[config.mk]
export PLATFORM = sky130hd
export DESIGN_NAME = mux_bus_seq
export DESIGN_NICKNAME = d
export VERILOG_FILES = /design/src/rtl/mbs_pkg.sv /design/src/rtl/mbs_fsm.sv /design/src/rtl/mbs_req_latch.sv /design/src/rtl/mbs_pin_drive.sv /design/src/rtl/mux_bus_seq.sv
export SDC_FILE = /design/constraint.sdc
export NUM_CORES = 1
export LEC_CHECK = 0
export ABC_CLOCK_PERIOD_IN_PS = 4600
export BUFFER_PORTS_ARGS = -buffer_cell sky130_fd_sc_hd__buf_2
export CORE_ASPECT_RATIO = 1.5
export CORE_MARGIN = 3
export CORE_UTILIZATION = 45
export DETAILED_ROUTE_END_ITERATION = 12
export PLACE_DENSITY = 0.75
export SYNTH_ARGS = -nofsm -noshare
export SYNTH_HDL_FRONTEND = slang
export SYNTH_SLANG_ARGS = --single-unit
[constraint.sdc]
create_clock -name clk -period 4.6 [get_ports clk]
set_clock_uncertainty 0.1 [all_clocks]
set_input_delay 1.38 -clock clk [delete_from_list [all_inputs] [get_ports clk]]
set_output_delay 1.38 -clock clk [all_outputs]
set_load 0.02 [all_outputs]
[src/rtl/mbs_pkg.sv]
// Shared types of the multiplexed bus cycle sequencer.
// Assumes: one bus state per clock; the wait state sits between T3 and T4.
package mbs_pkg;
    typedef enum logic [2:0] {
        ST_IDLE = 3'd0,
        ST_T1   = 3'd1,
        ST_T2   = 3'd2,
        ST_T3   = 3'd3,
        ST_TW   = 3'd4,
        ST_T4   = 3'd5,
        ST_HOLD = 3'd6
    } bus_st_e;

    typedef struct packed {
        logic write;
        logic mem;
    } cyc_kind_t;
endpackage

[src/rtl/mbs_fsm.sv]
// Bus state sequencer: steps T1..T4, loops in TW while the device is not
// ready, and hands the bus over only between cycles.
// Assumes: hold_req has priority over a new request at a cycle boundary.
module mbs_fsm
    import mbs_pkg::*;
(
    input  logic    clk,
    input  logic    rst_n,
    input  logic    req_valid,
    input  logic    bus_ready,
    input  logic    hold_req,
    output bus_st_e st,
    output logic    start
);
    bus_st_e st_nx;
    logic    at_boundary;

    // Cycle boundary: idle, or the last state of a cycle.
    assign at_boundary = (st == ST_IDLE) || (st == ST_T4);
    assign start       = at_boundary && !hold_req && req_valid;

    // Next-state decode.
    always_comb begin
        st_nx = st;
        unique case (st)
            ST_IDLE, ST_T4: begin
                if (hold_req)       st_nx = ST_HOLD;
                else if (req_valid) st_nx = ST_T1;
                else                st_nx = ST_IDLE;
            end
            ST_T1:   st_nx = ST_T2;
            ST_T2:   st_nx = ST_T3;
            ST_T3, ST_TW: st_nx = bus_ready ? ST_T4 : ST_TW;
            ST_HOLD: st_nx = hold_req ? ST_HOLD : ST_IDLE;
            default: st_nx = ST_IDLE;
        endcase
    end

    // State register.
    always_ff @(posedge clk) begin
        if (!rst_n) st <= ST_IDLE;
        else        st <= st_nx;
    end
endmodule

[src/rtl/mbs_req_latch.sv]
// Holds the accepted request for the length of its cycle and captures the
// read data at the end of T4.
// Assumes: start is only high at a cycle boundary.
module mbs_req_latch
    import mbs_pkg::*;
#(
    parameter int AW = 20,
    parameter int DW = 16
) (
    input  logic            clk,
    input  logic            rst_n,
    input  logic            start,
    input  logic            req_write,
    input  logic            req_mem,
    input  logic [AW-1:0]   req_addr,
    input  logic [DW-1:0]   req_wdata,
    input  bus_st_e         st,
    input  logic [DW-1:0]   ad_in,
    output cyc_kind_t       kind,
    output logic [AW-1:0]   addr_q,
    output logic [DW-1:0]   wdata_q,
    output logic [DW-1:0]   rd_data,
    output logic            rd_valid
);
    logic rd_end;

    assign rd_end = (st == ST_T4) && !kind.write;

    // Request capture at acceptance.
    always_ff @(posedge clk) begin
        if (!rst_n) begin
            kind    <= '0;
            addr_q  <= '0;
            wdata_q <= '0;
        end else if (start) begin
            kind.write <= req_write;
            kind.mem   <= req_mem;
            addr_q     <= req_addr;
            wdata_q    <= req_wdata;
        end
    end

    // Read data capture and one-clock valid pulse.
    always_ff @(posedge clk) begin
        if (!rst_n) begin
            rd_data  <= '0;
            rd_valid <= 1'b0;
        end else begin
            rd_valid <= rd_end;
            if (rd_end) rd_data <= ad_in;
        end
    end
endmodule

[src/rtl/mbs_pin_drive.sv]
// Decodes the bus state and cycle kind into pin levels and drive enables.
// Assumes: DW <= AW; the data phase uses the low DW lines.
module mbs_pin_drive
    import mbs_pkg::*;
#(
    parameter int AW = 20,
    parameter int DW = 16
) (
    input  bus_st_e         st,
    input  cyc_kind_t       kind,
    input  logic [AW-1:0]   addr_q,
    input  logic [DW-1:0]   wdata_q,
    output logic [AW-1:0]   ad_out,
    output logic            ad_oe,
    output logic            ctl_oe,
    output logic            ale,
    output logic            dt_rn,
    output logic            den_n,
    output logic            rd_n,
    output logic            wr_n,
    output logic            mem_io,
    output logic            hold_ack
);
    localparam int PAD = AW - DW;

    logic [AW-1:0] data_wide;
    logic          in_cyc;
    logic          data_ph;

    // Widen write data onto the shared lines.
    generate
        if (PAD > 0) begin : g_pad
            assign data_wide = {{PAD{1'b0}}, wdata_q};
        end else begin : g_nopad
            assign data_wide = wdata_q;
        end
    endgenerate

    // Phase flags.
    assign in_cyc  = (st == ST_T1) || (st == ST_T2) || (st == ST_T3) ||
                     (st == ST_TW) || (st == ST_T4);
    assign data_ph = in_cyc && (st != ST_T1);

    // Pin decode.
    always_comb begin
        ale      = (st == ST_T1);
        ad_out   = (st == ST_T1) ? addr_q : data_wide;
        ad_oe    = (st == ST_T1) || (kind.write && data_ph);
        ctl_oe   = (st != ST_HOLD);
        hold_ack = (st == ST_HOLD);
        mem_io   = in_cyc && kind.mem;
        dt_rn    = in_cyc && kind.write;
        rd_n     = !(data_ph && !kind.write);
        wr_n     = !(data_ph && kind.write);
        den_n    = !(data_ph && (kind.write || (st != ST_T2)));
    end
endmodule

[src/rtl/mux_bus_seq.sv]
// Top of the multiplexed bus cycle sequencer: state sequencer, request
// holding and pin decode.
// Assumes: external tri-state buffers are driven by ad_oe and ctl_oe.
module mux_bus_seq
    import mbs_pkg::*;
#(
    parameter int AW = 20,
    parameter int DW = 16
) (
    input  logic            clk,
    input  logic            rst_n,
    input  logic            req_valid,
    input  logic            req_write,
    input  logic            req_mem,
    input  logic [AW-1:0]   req_addr,
    input  logic [DW-1:0]   req_wdata,
    output logic            req_accept,
    output logic [DW-1:0]   rd_data,
    output logic            rd_valid,
    input  logic            bus_ready,
    input  logic            hold_req,
    output logic            hold_ack,
    input  logic [DW-1:0]   ad_in,
    output logic [AW-1:0]   ad_out,
    output logic            ad_oe,
    output logic            ctl_oe,
    output logic            ale,
    output logic            dt_rn,
    output logic            den_n,
    output logic            rd_n,
    output logic            wr_n,
    output logic            mem_io
);
    bus_st_e       st;
    logic          start;
    cyc_kind_t     kind;
    logic [AW-1:0] addr_q;
    logic [DW-1:0] wdata_q;

    assign req_accept = start;

    mbs_fsm u_fsm (
        .clk       (clk),
        .rst_n     (rst_n),
        .req_valid (req_valid),
        .bus_ready (bus_ready),
        .hold_req  (hold_req),
        .st        (st),
        .start     (start)
    );

    mbs_req_latch #(.AW(AW), .DW(DW)) u_latch (
        .clk       (clk),
        .rst_n     (rst_n),
        .start     (start),
        .req_write (req_write),
        .req_mem   (req_mem),
        .req_addr  (req_addr),
        .req_wdata (req_wdata),
        .st        (st),
        .ad_in     (ad_in),
        .kind      (kind),
        .addr_q    (addr_q),
        .wdata_q   (wdata_q),
        .rd_data   (rd_data),
        .rd_valid  (rd_valid)
    );

    mbs_pin_drive #(.AW(AW), .DW(DW)) u_pins (
        .st       (st),
        .kind     (kind),
        .addr_q   (addr_q),
        .wdata_q  (wdata_q),
        .ad_out   (ad_out),
        .ad_oe    (ad_oe),
        .ctl_oe   (ctl_oe),
        .ale      (ale),
        .dt_rn    (dt_rn),
        .den_n    (den_n),
        .rd_n     (rd_n),
        .wr_n     (wr_n),
        .mem_io   (mem_io),
        .hold_ack (hold_ack)
    );
endmodule

==> impl_summary.txt, run 1 <==
----------------------------------------------------
[Critical path]
  Cell occurring most often along the worst timing path ... sky130_fd_sc_hd__buf_2
  Kind of cell adding the most delay to the critical path ... simple AND/OR/NAND/NOR gates
  Critical path start-end classification ... in2out
  Maximum fanout along the worst path ... 7
  Data arrival time at the worst-slack endpoint ... 2.21 ns
  Critical Path Max Stage Delay ... 0.29 ns
  Required time of the critical path ... 3.12 ns
  Buf+Inv Stages, Crit Path ... 2
  Library cell contributing the largest single delay on the critical path ... sky130_fd_sc_hd__nor4b_4
  Nature of the critical path startpoint ... input pin
  CP Capture Type ... primary output
  Crit-path cells ... buf_2 -> nor2b_1 -> nor4b_4 -> buf_2

[Floorplan]
  Row cnt ... 33
  Area of the die ... 6790 um2
  Core box area ... 5530 um2
  Number of I/O pins ... 106
  Initial core utilization ... 0.474
  Die Width ... 68.3 um
  Die height ... 99.5 um

[Synthesis]
  FF+latch count, synth ... 58
  Top area cells in the synthesized netlist ... sky130_fd_sc_hd__dfxtp_1, sky130_fd_sc_hd__nand2_1, sky130_fd_sc_hd__mux2i_1
  Post-synthesis cell type with the largest combined area ... sky130_fd_sc_hd__dfxtp_1
  Area of the mapped netlist ... 2620 um2
  Fraction of synthesis flops using an asynchronous set or reset pin ... 0
  Portion of the post-synthesis area used by sequential elements ... 0.443
  Number of synthesized flops with an enable pin ... 0
  Synthesized netlist net count ... 362
  Post-Syn Instances ... 303
  Total number of yosys warnings ... 0
  Synth Area per Inst ... 8.65 um2
  Commonest cells in the synthesized netlist ... sky130_fd_sc_hd__nand2_1, sky130_fd_sc_hd__dfxtp_1, sky130_fd_sc_hd__mux2i_1
  Most used flip-flop cell after synthesis ... sky130_fd_sc_hd__dfxtp_1
  Fraction of post-synthesis cell area in the top cell type by area ... 0.443
  Distinct cell type count after synthesis ... 32
  Most instantiated library cell after synthesis ... sky130_fd_sc_hd__nand2_1

[Finish]
  Fill cell instance count of the final layout ... 549
  Synthesis-to-finish area growth ... 26.8%
  # nets final ... 458
  N_diodes ... 0
  Multi-input logic area ... 1330 um2
  Post-route non-filler standard cell count ... 474
  Fraction of final layout cells with drive strength greater than 1 ... 0.319
  Area occupied by registers ... 1160 um2

[Placed design]
  Final GP Congestion ... 0.757
  Port buffer count ... 105
  Worst slack at placement ... 0.891 ns
  Post-DP HPWL ... 4090 um
  Placed instance count ... 458

[Pwr]
  Power density cells ... 393 nW/um2
  IR drop worst, VDD ... 0.000195 V
  Total power ... 1.31 mW
  Leakage component of the power ... 1.53 nW

[STA]
  Minimum hold slack ... 0.354 ns
  Normalized max-slew margin ... 0.530
  Final hold violation count ... 0
  Final setup slack of the worst path ... 0.913 ns
  Achievable clock frequency ... 0.271 GHz
  Final Setup Violations ... 0
  Worst Tran Pin Value ... 0.701 ns
  Unrepaired setup endpoints after global routing ... false
  Accumulated negative setup slack ... 0 ns
  Ratio of final minimum period to clock period ... 0.802
  Min cycle time layout ... 3.69 ns
  Fin. max-slew vios ... 0

[Hold path]
  Path type of the worst min-delay path ... reg2reg

[GRT]
  Largest net degree at the start of global routing ... 42
  First-pass GRT wire length ... 9110 um
  Number of global-route vias before repair ... 2121
  Grt total ovfl ... 0
  Overall routing resource usage ... 0.175
  Number of antenna violations at the first check in global routing ... 0

[Route]
  Number of violations reported at the end of detailed-routing iteration 0 ... 98
  Via/cell ratio ... 4.84
  Final wirelength ... 5730 um
  Overall via count from detail_route ... 2294
  Final antenna-violating net count ... 0
  Detail-routed net length per standard cell ... 12.1 um
  Post-route DRC ... 0
  Number of iterations in the first detailed-routing pass ... 3

[Job]
  Max Cap Violations ... 0

[Clocking]
  Maximum level of the CTS H-tree ... 3
  Cts-stage hold buffer count ... 0
  CTS clock-pin slew for the worst setup and hold paths ... 0.07 ns
  Root buf cell ... sky130_fd_sc_hd__clkbuf_8
  CTS Sinks ... 58
  Latest clock arrival within the worst-skew pair ... 0.33 ns
  Clock tree from TritonCTS ... yes
  Buffer depth of the longest clock path ... 2
  Cells resized by post-CTS repair ... 0
  Inserted Clock Buffers ... 9
  Number of buffers added for setup after CTS ... 0

[Status]
  Outcome ... completed

----------------------------------------------------
worst reg2reg max path: stages, from the launching register on:
cell and delay (ns):
sky130_fd_sc_hd__dfxtp_1 0.57, sky130_fd_sc_hd__and2b_4 0.27, sky130_fd_sc_hd__nor4b_4 0.28, sky130_fd_sc_hd__buf_4 0.57
sky130_fd_sc_hd__mux2i_1 0.30
layout by cell type, fill, tap and decap left out:
cell type / count
sky130_fd_sc_hd__nand2_1: 113
sky130_fd_sc_hd__buf_2: 105
sky130_fd_sc_hd__dfxtp_1: 58
sky130_fd_sc_hd__mux2i_1: 39
sky130_fd_sc_hd__a21oi_1: 18
sky130_fd_sc_hd__mux2_1: 16
sky130_fd_sc_hd__clkbuf_8: 9
sky130_fd_sc_hd__and2_1: 6
sky130_fd_sc_hd__nor2b_1: 4
sky130_fd_sc_hd__buf_4: 4
sky130_fd_sc_hd__nor2_1: 3
sky130_fd_sc_hd__clkinvlp_4: 3
sky130_fd_sc_hd__inv_1: 2
sky130_fd_sc_hd__nor3_1: 2
sky130_fd_sc_hd__a21o_1: 2
sky130_fd_sc_hd__a211oi_1: 2
sky130_fd_sc_hd__inv_6: 2
sky130_fd_sc_hd__and2b_4: 1
sky130_fd_sc_hd__nor4b_4: 1
sky130_fd_sc_hd__and2b_1: 1
sky130_fd_sc_hd__xor2_1: 1
sky130_fd_sc_hd__nand2b_1: 1
sky130_fd_sc_hd__inv_2: 1
sky130_fd_sc_hd__o211a_1: 1
sky130_fd_sc_hd__nor4bb_2: 1
sky130_fd_sc_hd__nand4bb_1: 1
sky130_fd_sc_hd__o21ai_0: 1
sky130_fd_sc_hd__nor3b_1: 1
sky130_fd_sc_hd__o32ai_1: 1
sky130_fd_sc_hd__a22oi_1: 1
sky130_fd_sc_hd__o21bai_1: 1
sky130_fd_sc_hd__clkinv_2: 1
sky130_fd_sc_hd__clkinv_4: 1
metal layers:
layer  global-route usage  vias to the layer above  part of all wire
li1                     -                     1185                 -
met1                0.183                     1036              0.39
met2                0.314                       65              0.53
met3               0.0588                        8             0.067
met4               0.0643                        0             0.014
met5                    0                        -                 0
final timing paths:
check	from	endpoint	slack, ns	depth (start not counted)
min reg2reg	u_latch.rd_data[3]	u_latch.rd_data[3]	0.35	2
max	hold_req	req_accept	0.91	4
max reg2reg	u_fsm.st[2]	u_latch.kind[1]	2.44	4
min	u_latch.rd_data[3]	u_latch.rd_data[3]	0.35	2
per-stage QoR:
stage,area (um2),utilization
final,3320,0.600
after global routing,3320,0.600
after CTS,3320,0.600
after detailed placement,3140,0.568
after global placement,3140,0.568
after floorplan,2620,-
area by class of cell:
cell class              instances  area share
multi-input cells             218       0.400
flip-flops and latches         58       0.350
repair buffers                109       0.167
clock buffers                   9      0.0373
well taps                      70      0.0264
clock inverters                 7      0.0162
inverters                       3     0.00339
sequential cells by signal (all words and copies together) (netlist names):
register	cells
u_latch.kind	2
u_latch.addr_q	20
u_fsm.st	3
u_latch.rd_valid	1
u_latch.wdata_q	16
u_latch.rd_data	16
power breakdown:
| part | total [mW] | internal [mW] | switching [mW] |
|---|---|---|---|
| Clock | 0.414 | 0.198 | 0.216 |
| Combinational | 0.307 | 0.133 | 0.173 |
| Sequential | 0.586 | 0.544 | 0.0417 |
| Total | 1.31 | 0.876 | 0.431 |
logic make-up (layout without fill, tap and decap cells):
family	after synthesis	in the layout	synth area share
AOI/OAI and AO/OA	27	27	0.0606
xor gates and xnor gates	1	1	0.00334
buffers and inverters	27	128	0.0520
DFF	58	58	0.443
muxes	55	55	0.218
and+or+nand+nor	135	135	0.223
(Power assumes the default switching activity.)
==> run 2: changes to the inputs <==
--- a/config.mk
+++ b/config.mk
@@ -5,11 +5,11 @@
 export SDC_FILE = /design/constraint.sdc
 export NUM_CORES = 1
 export LEC_CHECK = 0
-export ABC_CLOCK_PERIOD_IN_PS = 4600
+export ABC_CLOCK_PERIOD_IN_PS = 3000
 export BUFFER_PORTS_ARGS = -buffer_cell sky130_fd_sc_hd__buf_2
 export CORE_ASPECT_RATIO = 1.5
 export CORE_MARGIN = 3
-export CORE_UTILIZATION = 45
+export CORE_UTILIZATION = 43
 export DETAILED_ROUTE_END_ITERATION = 12
 export PLACE_DENSITY = 0.75
 export SYNTH_ARGS = -nofsm -noshare
==> constraint.sdc (replaced) <==
create_clock -name clk -period 3 [get_ports clk]
set_clock_uncertainty 0.1 [all_clocks]
set_input_delay 0.9 -clock clk [delete_from_list [all_inputs] [get_ports clk]]
set_output_delay 0.9 -clock clk [all_outputs]
set_load 0.02 [all_outputs]
==> impl_summary.txt, run 2 (same netlist as run 1, synthesis figures left out) <==
----------------------------------------------------
[Status]
  Outcome ... completed

[Route]
  Via/cell ratio ... 4.85 (+0.30%)
  Number of violations reported at the end of detailed-routing iteration 0 ... 104 (+6.1%)
  Final antenna-violating net count ... 0 (unchanged)
  Number of iterations in the first detailed-routing pass ... 4 (+1)
  Detail-routed net length per standard cell ... 12.3 um (+2.1%)
  Final wirelength ... 5920 um (+3.4%)
  Overall via count from detail_route ... 2330 (+1.6%)
  Post-route DRC ... 0 (unchanged)

[GRT]
  Grt total ovfl ... 0 (unchanged)
  Number of global-route vias before repair ... 2229 (+5.1%)
  First-pass GRT wire length ... 9590 um (+5.3%)
  Number of antenna violations at the first check in global routing ... 0 (unchanged)
  Overall routing resource usage ... 0.169 (-0.00657)
  Largest net degree at the start of global routing ... 41 (-2.4%)

[Finish]
  Largest regs ... u_latch.addr_q (20), u_latch.rd_data (16), u_latch.wdata_q (16)
  Max FFs per register ... 20 (unchanged)
  Fill cell instance count of the final layout ... 565 (+2.9%)
  Multi-input logic area ... 1330 um2 (unchanged)
  Fraction of final layout cells with drive strength greater than 1 ... 0.324 (+0.00422)
  # nets final ... 463 (+1.1%)
  Most used cells in the layout excluding fill and tap cells ... sky130_fd_sc_hd__nand2_1, sky130_fd_sc_hd__buf_2, sky130_fd_sc_hd__dfxtp_1, sky130_fd_sc_hd__mux2i_1, sky130_fd_sc_hd__a21oi_1
  Synthesis-to-finish area growth ... 27.7%
  Reg with most FFs ... u_latch.addr_q
  N_diodes ... 0 (unchanged)
  Area occupied by registers ... 1160 um2 (unchanged)
  Most frequent standard cell in the layout excluding fill and tap cells ... sky130_fd_sc_hd__nand2_1

[Critical path]
  Nature of the critical path startpoint ... flip-flop
  Launching point of the worst reg2reg path ... u_fsm.st[2]
  Capturing point of the worst reg2reg path ... u_latch.addr_q[16]
  Maximum fanout along the worst path ... 10 (+3)
  Path depth of the worst reg2reg path ... 5 (+1)
  Critical path start-end classification ... reg2out
  CP Capture Type ... primary output
  Data arrival time at the worst-slack endpoint ... 1.79 ns (-0.42 ns)
  Minimum setup slack among reg-to-reg paths ... 0.94 ns (-1.50 ns)
  Required time of the critical path ... 2.00 ns (-1.12 ns)

[Placed design]
  Port buffer count ... 105 (unchanged)
  Final GP Congestion ... 0.802 (+5.9%)
  Post-DP HPWL ... 4200 um (+2.7%)
  Worst slack at placement ... 0.237 ns (-0.654 ns)

[Floorplan]
  Number of I/O pins ... 106 (unchanged)
  Area of the die ... 7090 um2 (+4.3%)
  Row cnt ... 34 (+3.0%)
  Die Width ... 69.7 um (+2.1%)
  Die height ... 102 um (+2.2%)
  Initial core utilization ... 0.446 (-0.0272)
  Core box area ... 5870 um2 (+6.1%)

[Pwr]
  IR drop worst, VDD ... 0.000332 V (+70%)
  Total power ... 1.99 mW (+53%)
  Leakage component of the power ... 1.55 nW (+1.1%)
  Power density cells ... 596 nW/um2 (+52%)

[Hold path]
  Path type of the worst min-delay path ... reg2reg
  Hold_sp ... u_latch.wdata_q[8]
  Worst hold path depth ... 2 (unchanged)
  Worst Hold End ... u_latch.wdata_q[8]

[STA]
  Final setup slack of the worst path ... 0.209 ns (-0.704 ns)
  Final hold violation count ... 0 (unchanged)
  Minimum hold slack ... 0.353 ns (-0.00127 ns)
  Fin. max-slew vios ... 0 (unchanged)
  Worst Tran Pin Value ... 0.680 ns (-0.0213 ns)
  Normalized max-slew margin ... 0.544 (+0.0143)
  Min cycle time layout ... 2.79 ns
  Achievable clock frequency ... 0.358 GHz
  Final Setup Violations ... 0 (unchanged)
  Unrepaired setup endpoints after global routing ... false
  Ratio of final minimum period to clock period ... 0.930
  Accumulated negative setup slack ... 0 ns (unchanged)

[Clocking]
  Maximum level of the CTS H-tree ... 3 (unchanged)
  Inserted Clock Buffers ... 9 (unchanged)
  Cells resized by post-CTS repair ... 0 (unchanged)
  Number of buffers added for setup after CTS ... 0 (unchanged)
  Cts-stage hold buffer count ... 0 (unchanged)
  CTS clock-pin slew for the worst setup and hold paths ... 0.07 ns (about the same)
  Root buf cell ... sky130_fd_sc_hd__clkbuf_8
  Latest clock arrival within the worst-skew pair ... 0.33 ns (about the same)
  Buffer depth of the longest clock path ... 2 (unchanged)
  CTS Sinks ... 58 (unchanged)
  Clock tree from TritonCTS ... yes

[Job]
  Max Cap Violations ... 0 (unchanged)

----------------------------------------------------
[run 2: changes by cell type in the layout (fill, tap and decap cells not counted), sizes merged]
cell and change:
buf +5, clkbuf +1, inv -2
[run 2: layout make-up]
| cell class | instances | area share |
|---|---|---|
| Multi-Input combinational cell | 218 | 0.397 |
| Clock inverter | 5 | 0.00973 |
| Timing Repair Buffer | 114 | 0.177 |
| Tap cell | 72 | 0.0269 |
| Inverter | 3 | 0.00337 |
| Sequential cell | 58 | 0.347 |
| Clock buffer | 10 | 0.0382 |
[run 2: critical path, cell delays in order, from the launching register on]
cell	delay [ns]
sky130_fd_sc_hd__dfxtp_1	0.31
sky130_fd_sc_hd__and2b_4	0.27
sky130_fd_sc_hd__and2b_1	0.15
sky130_fd_sc_hd__buf_4	0.21
sky130_fd_sc_hd__mux2_1	0.36
sky130_fd_sc_hd__buf_2	0.17
[run 2: per-layer routing]
| layer | wire, um | vias up | track usage |
|---|---|---|---|
| met5 | 0 | - | 0 |
| met4 | 114 | 0 | 0.103 |
| met3 | 269 | 10 | 0.0248 |
| met2 | 3230 | 66 | 0.319 |
| met1 | 2310 | 1064 | 0.175 |
| li1 | - | 1190 | - |
[run 2: report_power, final]
group	switching [mW]	total, mW	internal [mW]
registers	0.0310	0.866	0.835
logic	0.309	0.531	0.222
clock network	0.306	0.597	0.291
total	0.646	1.99	1.35
[run 2: worst max path at each step]
stage	start	endpoint	slack [ns]	cells past startpoint
after global routing	u_fsm.st[2]	ad_out[13]	0.16	5
final	u_fsm.st[2]	ad_out[11]	0.21	5
after CTS	u_fsm.st[2]	ad_out[11]	0.19	5
after global placement	hold_req	req_accept	0.25	4
after floorplan	req_valid	req_accept	0.44	3
after detailed placement	hold_req	req_accept	0.24	4
[run 2: metrics by stage]
stage / cell area, um2 / util / instances
floorplan: 2620 / - / 303
global placement: 3180 / 0.542 / 465
detailed placement: 3180 / 0.542 / 465
CTS: 3340 / 0.570 / 480
global route: 3340 / 0.570 / 480
finish: 3340 / 0.570 / 480
